`config.mk`:
```
export PLATFORM = sky130hd
export DESIGN_NAME = eeprom_bank_writer
export DESIGN_NICKNAME = d
export VERILOG_FILES = /design/src/rtl/eeprom_bank_writer.sv
export SDC_FILE = /design/constraint.sdc
export NUM_CORES = 1
export LEC_CHECK = 0
export BUFFER_PORTS_ARGS = -buffer_cell sky130_fd_sc_hd__buf_2
export CORE_AREA = 2 2 171 173
export DETAILED_ROUTE_END_ITERATION = 16
export DIE_AREA = 0 0 173 175
export GPL_TIMING_DRIVEN = 0
export PLACE_DENSITY = 0.75
export SYNTH_ARGS = -nofsm -noshare
export SYNTH_HDL_FRONTEND = slang
export SYNTH_SLANG_ARGS = --single-unit
```
`constraint.sdc`:
```
create_clock -name clk -period 2.15 [get_ports clk]
set_clock_uncertainty 0.1 [all_clocks]
set_input_delay 0.215 -clock clk [delete_from_list [all_inputs] [get_ports clk]]
set_output_delay 0.215 -clock clk [all_outputs]
set_load 0.01 [all_outputs]
```
`src/rtl/eeprom_bank_writer.sv`:
```
module eeprom_bank_writer #(
  parameter int DIV = 81,
  parameter int NREG = 8,
  parameter int RW = 32,
  parameter logic [7:0] DEV_BYTE = 8'h60,
  parameter logic [15:0] MEM_ADDR = 16'h0020
) (
  input  logic                clk,
  input  logic                rst_n,
  input  logic                wb_trig,
  input  logic [NREG*RW-1:0]  reg_bank,
  input  logic                sda_in,
  output logic                scl_lo,
  output logic                sda_lo,
  output logic                busy,
  output logic                done,
  output logic                nack_err
);
  localparam int BANKW = NREG * RW;
  localparam int NBYTES = 3 + BANKW / 8;
  localparam int FW = 8 * NBYTES;
  localparam int QW = (DIV > 1) ? $clog2(DIV) : 1;
  localparam int BCW = $clog2(NBYTES);

  typedef enum logic [1:0] {S_IDLE, S_START, S_XFER, S_STOP} st_t;

  st_t            st;
  logic [QW-1:0]  qcnt;
  logic [1:0]     phase;
  logic [3:0]     bitcnt;
  logic [BCW-1:0] bytecnt;
  logic [FW-1:0]  frame, load;
  logic           trig_q, ack_bad;

  wire trig_edge = wb_trig & ~trig_q;
  wire tick = (qcnt == QW'(DIV - 1));
  wire ack_bit = (bitcnt == 4'd8);

  assign busy = (st != S_IDLE);
  assign scl_lo = ((st == S_XFER) || (st == S_STOP)) && !phase[1];

  always_comb begin
    load = '0;
    load[FW-1 -: 24] = {DEV_BYTE, MEM_ADDR};
    for (int i = 0; i < NREG; i++)
      load[BANKW-1-RW*i -: RW] = reg_bank[RW*i +: RW];
  end

  always_ff @(posedge clk or negedge rst_n) begin
    if (!rst_n) begin
      st <= S_IDLE;
      qcnt <= '0;
      phase <= '0;
      bitcnt <= '0;
      bytecnt <= '0;
      frame <= '0;
      trig_q <= 1'b0;
      ack_bad <= 1'b0;
      sda_lo <= 1'b0;
      done <= 1'b0;
      nack_err <= 1'b0;
    end else begin
      trig_q <= wb_trig;
      done <= 1'b0;
      if (st == S_IDLE) begin
        qcnt <= '0;
        phase <= '0;
        sda_lo <= 1'b0;
        if (trig_edge) begin
          frame <= load;
          st <= S_START;
          nack_err <= 1'b0;
          bitcnt <= '0;
          bytecnt <= '0;
          ack_bad <= 1'b0;
        end
      end else begin
        qcnt <= tick ? '0 : qcnt + 1'b1;
        if (tick) begin
          phase <= phase + 2'd1;
          case (st)
            S_START: begin
              if (phase == 2'd1) sda_lo <= 1'b1;
              if (phase == 2'd3) st <= S_XFER;
            end
            S_XFER: begin
              if (phase == 2'd0) sda_lo <= ack_bit ? 1'b0 : ~frame[FW-1];
              if (phase == 2'd2 && ack_bit) ack_bad <= sda_in;
              if (phase == 2'd3) begin
                if (ack_bit) begin
                  if (ack_bad || bytecnt == BCW'(NBYTES - 1)) begin
                    st <= S_STOP;
                    nack_err <= ack_bad;
                  end else begin
                    bitcnt <= '0;
                    bytecnt <= bytecnt + 1'b1;
                  end
                end else begin
                  bitcnt <= bitcnt + 4'd1;
                  frame <= {frame[FW-2:0], 1'b0};
                end
              end
            end
            S_STOP: begin
              if (phase == 2'd0) sda_lo <= 1'b1;
              if (phase == 2'd2) sda_lo <= 1'b0;
              if (phase == 2'd3) begin
                st <= S_IDLE;
                done <= 1'b1;
              end
            end
            default: st <= S_IDLE;
          endcase
        end
      end
    end
  end

  p_sda_quiet_scl_high_r7: assert property (@(posedge clk) disable iff (!rst_n)
    (st == S_XFER && $past(st) == S_XFER && !scl_lo && !$past(scl_lo)) |-> $stable(sda_lo));

  p_trig_starts_r2: assert property (@(posedge clk) disable iff (!rst_n)
    (!busy && wb_trig && !trig_q) |=> busy);

  p_byte_bound_r4: assert property (@(posedge clk) disable iff (!rst_n)
    busy |-> (bytecnt < BCW'(NBYTES)));

  p_err_at_stop_r8: assert property (@(posedge clk) disable iff (!rst_n)
    $rose(nack_err) |-> (st == S_STOP));

  p_done_single_r9: assert property (@(posedge clk) disable iff (!rst_n)
    done |=> !done);

  p_done_idle_r9: assert property (@(posedge clk) disable iff (!rst_n)
    done |-> !busy);
endmodule

```
==> summary by stage, run 1 <==
Placed design
The count of input and output buffers is between 200 and 300. In this run the cell area measured after placement is 15900 um2. The half-perimeter wire length after placement is 23200 um. The congestion estimate from routability-driven global placement came to 0.796. The post-place setup slack is -552 ps.

GRT
The first global-routing pass estimated 71700 um of wire. The number of global-route vias before repair came to 13877. The pin count of the biggest net entering global routing is 121. The initial antenna violation count is 2. The all-layer global routing usage is between 20% and 30%. The total overflow left after global routing is 0.

Clocking
Clock tree synthesis inserted a total of 34 buffers. The clock passes through at most 3 buffers. The root buffer cell is clkbuf_16. After clock tree synthesis, the clock-pin slew on the worst setup and hold paths is roughly 60 ps. TritonCTS built the clock tree. The H-tree was split into 2 levels. The count of clock tree sinks is 306.

Clock latency on the worst-skew pair, taken at its later pin, is around 510 ps.

Synth
The leading register cell type out of synthesis is dfrtp_1. The number of warnings issued by yosys is 0. The number of synthesized register bits is between 300 and 400.

For this run, the register share of the synthesized area comes to 54.5%. The post-synthesis cell count is 1332. The post-synth design cell area is about 14000 um2. The number of nets produced by synthesis is 1606. The count of flip-flops with a built-in enable after synthesis is 0. Of all flip-flops after synthesis, the portion carrying an async set or reset was 100%. The average cell area after synthesis is 10.5 um2. The number of distinct library cell variants in the gate-level netlist after synthesis is 44.

Critical path
Traced cell by cell, the critical path runs through inv_2, ha_4, nor3b_4, a21oi_4, or2_4, buf_12, buf_4, buf_12, buf_8, nand2_1, o21ai_0. The number of cells on the worst reg-to-reg path is 11. At the worst endpoint, the arrival time is 2600 ps. The largest incremental delay on the critical path is 370 ps. Among the stages of the critical path, the cell type that occurs most often is buf_12. The maximum fanout along the worst path is 10. The internal reg-to-reg setup slack is -220 ps. The critical path capture point type is a flop. In this run the critical register-to-register path is captured at frame[26]. The largest individual stage delay along the critical path comes from the cell dfrtp_2.

The worst setup path is of the flop to flop kind. STA classifies the critical path startpoint as a flop. Data on the critical path is required at its endpoint by 2380 ps.

The critical register-to-register path startpoint is st[1].

Timing
The final setup slack of the worst path is -216 ps. The transition time at the pin with the least slew margin is between 700 and 800 ps. The final clock period utilization by the worst path is 110%. The maximum operating frequency is 423 MHz. The final setup violation count is 225. The final number of hold-violating endpoints is 0. The worst pin sits at a relative slew slack of 50.3%. Setup repair after global routing could not meet its margin everywhere. The final max-slew violation count is 0. The clock period minus final worst setup slack is 2370 ps.

Die
The core region is 28400 um2. The die covers 30300 um2. The die is approximately 170 um wide. The floorplan has 62 rows. The effective utilization at floorplan is 49.5%. In this run the count of I/O pins placed on the die edge is 265.

The height of the chip is 175 um.

Hold path
In this run the worst hold path is classified as input pin to asynchronous set/reset pin.

Routing
The met2 wire length is 23400 um. The detailed router used layers up to and including met4. The number of search-and-repair iterations in the first detailed-routing pass is 5.

Summed over all layers, the routed wires come to 45700 um. The vias per cell is 5.51. The met1 wire length is 17500 um. In the routed design, unresolved DRC markers number 0. Summed over all nets, wire length on met3 after detailed routing comes to 2440 um.

The final route contains 12901 vias. The detail-routed net length per standard cell is 19.5 um. The count of nets left with antenna violations once routing finished came out at 0. The initial DRC count is 790.

Final layout
In the layout the commonest cells are 305 x dfrtp_1, 266 x buf_2, 260 x mux2i_1. After routing the design area is about 21000 um2. Measured on the finished design, the core utilization comes to ~74%. Cells with a size suffix above 1 make up between 20% and 30% of the layout.

After the last flow step, the layout net total stands at 2206. The area growth from synthesis to layout is 50.2%. The most frequent standard cell in the layout excluding fill and tap cells is dfrtp_1.

Power and ir drop
The ratio of total power to cell area is 1090 nW/um2. VDD sags by at most 0.000775 V. Summed over all cells, the static leakage comes to 9.51 nW.

Status
The flow ran to the end, but the final reports show violations. The checks that failed: negative setup slack.

Flow run
Across the run, the number of max-cap violations was 0.
-- through the flow --
step | instances | TNS [ps] | power [mW] | hold slack [ps]
2_1_floorplan | 1332 | -1840 | 13.5 | -181
3_3_place_gp | 1980 | -1633640 | 14.8 | 236
3_5_place_dp | 1982 | -106070 | 15.2 | 197
4_1_cts | 2330 | -32010 | 21.8 | 260
5_1_grt | 2343 | -27410 | 24.2 | 284
6_report | 2343 | -6750 | 22.9 | 236
-- sequential cells by signal (all words and copies together), names as in the netlist --
| name | count |
|---|---|
| bytecnt | 6 |
| st | 2 |
| qcnt | 7 |
| sda_lo | 1 |
| phase | 2 |
| bitcnt | 4 |
| nack_err | 1 |
| done | 1 |
| frame | 280 |
| trig_q | 1 |
| ack_bad | 1 |
-- cell type report --
class,count,area [um2]
Tap cell,384,480
Clock inverter,12,91.3
Sequential cell,306,7660
Antenna cell,3,7.51
Inverter,12,45.0
Clock buffer,48,1000
Fill cell,1724,7290
Multi-Input combinational cell,921,6290
Timing Repair Buffer,566,4600
Buffer,91,921
-- critical path, delay by kind of cell, from the launching register on --
family                   cells  cell delay (ps)
buffers and inverters        5              640
adder cells (fa/ha/maj)      1              180
AO/OA/AOI/OAI                2              260
AND/OR/NAND/NOR              3              630
flip-flops                   1              370
-- logic make-up after synthesis --
group	synth area share, %
XOR/XNOR	0.436
multiplexers	18.7
AO/OA/AOI/OAI	12.1
flip-flops	54.5
AND/OR/NAND/NOR	9.34
adder cells (fa/ha/maj)	1.25
buffers and inverters	3.70
-- power by group --
group / internal [mW] / switching, mW / leakage [nW]
clock network: 3.38 / 2.40 / 0.549
logic: 3.74 / 4.12 / 4.93
registers: 7.87 / 1.44 / 4.03
total: 15.0 / 7.95 / 9.51
-- cells in the mapped netlist, drive strengths merged (3+ instances only) --
cell	instances	area share (%)
a21oi	8	0.37
a22o	20	1.2
a31oi	3	0.13
buf	41	2.0
clkbuf	52	1.4
dfrtp	306	55
ha	14	1.2
inv	12	0.32
mux2i	260	19
nand2	274	7.3
nand3	6	0.21
nor2	27	0.72
nor3	4	0.14
o21ai	268	9.5
o22a	3	0.19
xnor2	4	0.25
xor2	3	0.19
-- repair_timing --
| item | 4_1_cts | 5_1_grt |
|---|---|---|
| cloned | 11 | 3 |
| endpoints found under the hold margin | 350 | 0 |
| pin swaps | 58 | 14 |
| endpoints found under the setup margin | 283 | 285 |
| hold buffers | 259 | 0 |
| resized for setup | 246 | 192 |
| setup buffers | 19 | 8 |
-- routing by layer --
metal / global-route usage, % / up-vias
met5: 0 / -
met4: 14.7 / 0
met3: 4.81 / 183
met2: 51.6 / 539
met1: 34.8 / 6329
li1: - / 5850
-- how the worst max path moves through the flow --
stage / startpoint / to / slack [ps]
after floorplan: st[1] / frame[109] / -20
after global placement: rst_n / frame[116] / -5070
after detailed placement: st[1] / frame[187] / -550
after CTS: st[1] / frame[271] / -180
after global routing: st[0] / frame[26] / -260
final: st[1] / frame[26] / -220
(Power assumes the default switching activity.)
==> inputs of run 2 (changes only) <==
SKIP_LAST_GASP = 1   (was default)
==> summary by stage, run 2 (same netlist as run 1, synthesis figures left out) <==
Power and ir drop
The analysis attributes to cell leakage a power of 9.52 nW. VDD sags by at most approximately 0.0007 V. The total design power is between 20 and 25 mW.

The ratio of total power to cell area is 1090 nW/um2.

Timing
The setup TNS after final layout is -4970 ps. The clock period minus final worst setup slack is around 2300 ps. The final max-slew violation count was 0.

Static timing analysis puts the maximum clock frequency at about 440 MHz. Setup repair after global routing could not meet its margin everywhere. The final number of hold-violating endpoints is 0.

The final clock period utilization by the worst path is 105%. After layout, the worst setup slack is -103 ps. Headroom to the max-slew limit came out at 50.9%. The final setup violation count is 193. At the pin with the least slew margin, the transition time is 737 ps.

Routing
The remaining routing DRC violations is 0. The total via count in the routed design is 12962. The initial DRC count is around 790. Once detail routing completed, the nets flagged for antenna violations numbered 0. The detailed-route wire length is 46000 um.

The detail-routed net length per standard cell is around 20 um. The first detailed-routing pass ran for 7 iterations. The vias per cell is 5.53.

Die
The effective utilization at floorplan is 49.5%. The count of pins on the block boundary is 265. The height of the chip is between 150 and 200 um. The core area is 28400 um2. Row generation in the floorplan step produced 62 rows. The die is 173 um wide. The total die area is 30300 um2.

Critical path
The maximum fanout along the worst path is 10. The worst setup path is of the flop to flop kind. For the worst setup path, the data required time is 2420 ps. The data arrival at the endpoint of the critical path is about 2500 ps.

On the worst path, the slowest cell contributes a delay of 370 ps. The most numerous cell type found on the critical path is buf_12. The master of the slowest instance on the critical path is dfrtp_2.

The critical path startpoint category is a flop. The critical path capture point type is a flop. The kind of cell with the highest combined delay along the critical path is buffers and inverters. The critical path goes through inv_2, ha_4, nor3b_4, a21oi_4, or2_4, buf_12, buf_4, buf_12, buf_8, nand2_1, o21ai_0. Setup slack on the worst reg-to-reg path comes out at -100 ps.

The number of buffers and inverters on the critical path is 5.

Placed design
The weighted congestion at the end of routability-driven global placement is 0.796. After legalization and detailed placement, the total HPWL measured about 23000 um. Timing analysis after detailed placement gives a worst setup slack of -552 ps.

Including well taps, the total number of placed cells is 1982. The count of input and output buffers is approximately 260.

Clocking
TritonCTS built the clock tree. The number of buffers created by CTS is 34. Clock tree synthesis selected as its root buffer the cell clkbuf_16. The clock insertion delay at the later pin of the skew report is roughly 500 ps. Clock-pin slew was measured on the worst setup and hold paths at 60 ps. The largest buffer count on any clock path is 3.

Clock tree synthesis found a total of 306 sinks. The level count of the clock H-tree is 2.

Hold path
The class of the most critical hold timing path is input pin to asynchronous set/reset pin.

Final layout
The top cell types in the final layout, fill and taps aside, are 305 x dfrtp_1, 269 x buf_2, 260 x mux2i_1. Compared with the post-synthesis result, the final layout area differs by 50.5%. At the end of the flow the core is filled with cells to between 70% and 80%.

More flip-flops sit in one register than any other, and that register is frame. The net count of the finished layout is 2206. In the final layout, the registers with the most flip-flops are frame (280), qcnt (7), bytecnt (6). The most frequent standard cell in the layout excluding fill and tap cells is dfrtp_1. The non-filler instance count after layout is 2344.

The fraction of final layout cells with drive strength greater than 1 is 29.4%. The register with the most flip-flops in the layout has 280 of them.

GRT
Entering global routing, the biggest net connects between 100 and 150 pins. The first-pass GRT wire length is 71400 um. In the global route stage, overall resource usage came out at between 20% and 30%. The initial antenna violation count is 3. The number of global-route vias before repair is roughly 14000. The total overflow left after global routing is 0.

Status
The checks that failed: negative setup slack. The run finished, with violations left.

Flow run
Across the run, the number of max-cap violations was 0.
[run 2: cell count changes in the layout (fill, tap and decap cells not counted), sizes merged]
| cell | before | now |
|---|---|---|
| buf | 350 | 353 |
| diode | 3 | 4 |
| clkbuf | 96 | 93 |
[run 2: final cells by class]
| cell class | instances | area [um2] |
|---|---|---|
| sequential | 306 | 7660 |
| fill | 1724 | 7250 |
| multi-input combinational | 921 | 6340 |
| timing repair buffer | 566 | 4600 |
| clock buffer | 48 | 1000 |
| buffer | 91 | 905 |
| tap | 384 | 480 |
| clock inverter | 12 | 91.3 |
| inverter | 12 | 45.0 |
| antenna | 4 | 10.0 |
[run 2: timing repair]
action | CTS | global route
pin swaps | 58 | 17
endpoints found under the setup margin | 283 | 285
cloned | 11 | 3
hold buffers | 259 | 0
setup buffers | 19 | 8
endpoints found under the hold margin | 350 | 0
gates resized for setup | 243 | 195
[run 2: final timing paths]
check                      startpoint         end  cells after the start
max in group asynchronous       rst_n  frame[108]                      3
setup reg to reg                st[1]   frame[30]                     11
hold reg to reg               qcnt[0]     qcnt[0]                      1
setup / recovery                st[1]   frame[30]                     11
min in group clk              wb_trig      trig_q                      2
hold / removal                  rst_n  frame[214]                      2
[run 2: worst reg2reg max path, cell delays in order, from the launching register on]
cell,delay (ps)
dfrtp_2,370
inv_2,60
ha_4,180
nor3b_4,280
a21oi_4,90
or2_4,260
buf_12,140
buf_4,160
buf_12,150
buf_8,150
nand2_1,80
o21ai_0,110
[run 2: metal layers]
metal  up-vias  GRT usage (%)  wire length [um]
met5         -              0                 0
met4         0           14.3              2350
met2       561           50.8             23600
met3       191           5.07              2540
li1       5850              -                 -
met1      6360           35.0             17500
[run 2: per-stage QoR]
stage	area, um2	hold WS (ps)
floorplan	14100	-181
global placement	15900	236
detailed placement	15900	197
CTS	20600	260
global route	21100	284
finish	21100	235
[run 2: power by group]
part | switching, mW | internal, mW
clock network | 2.41 | 3.38
registers | 1.49 | 7.87
logic | 4.14 | 3.76
total | 8.04 | 15.0
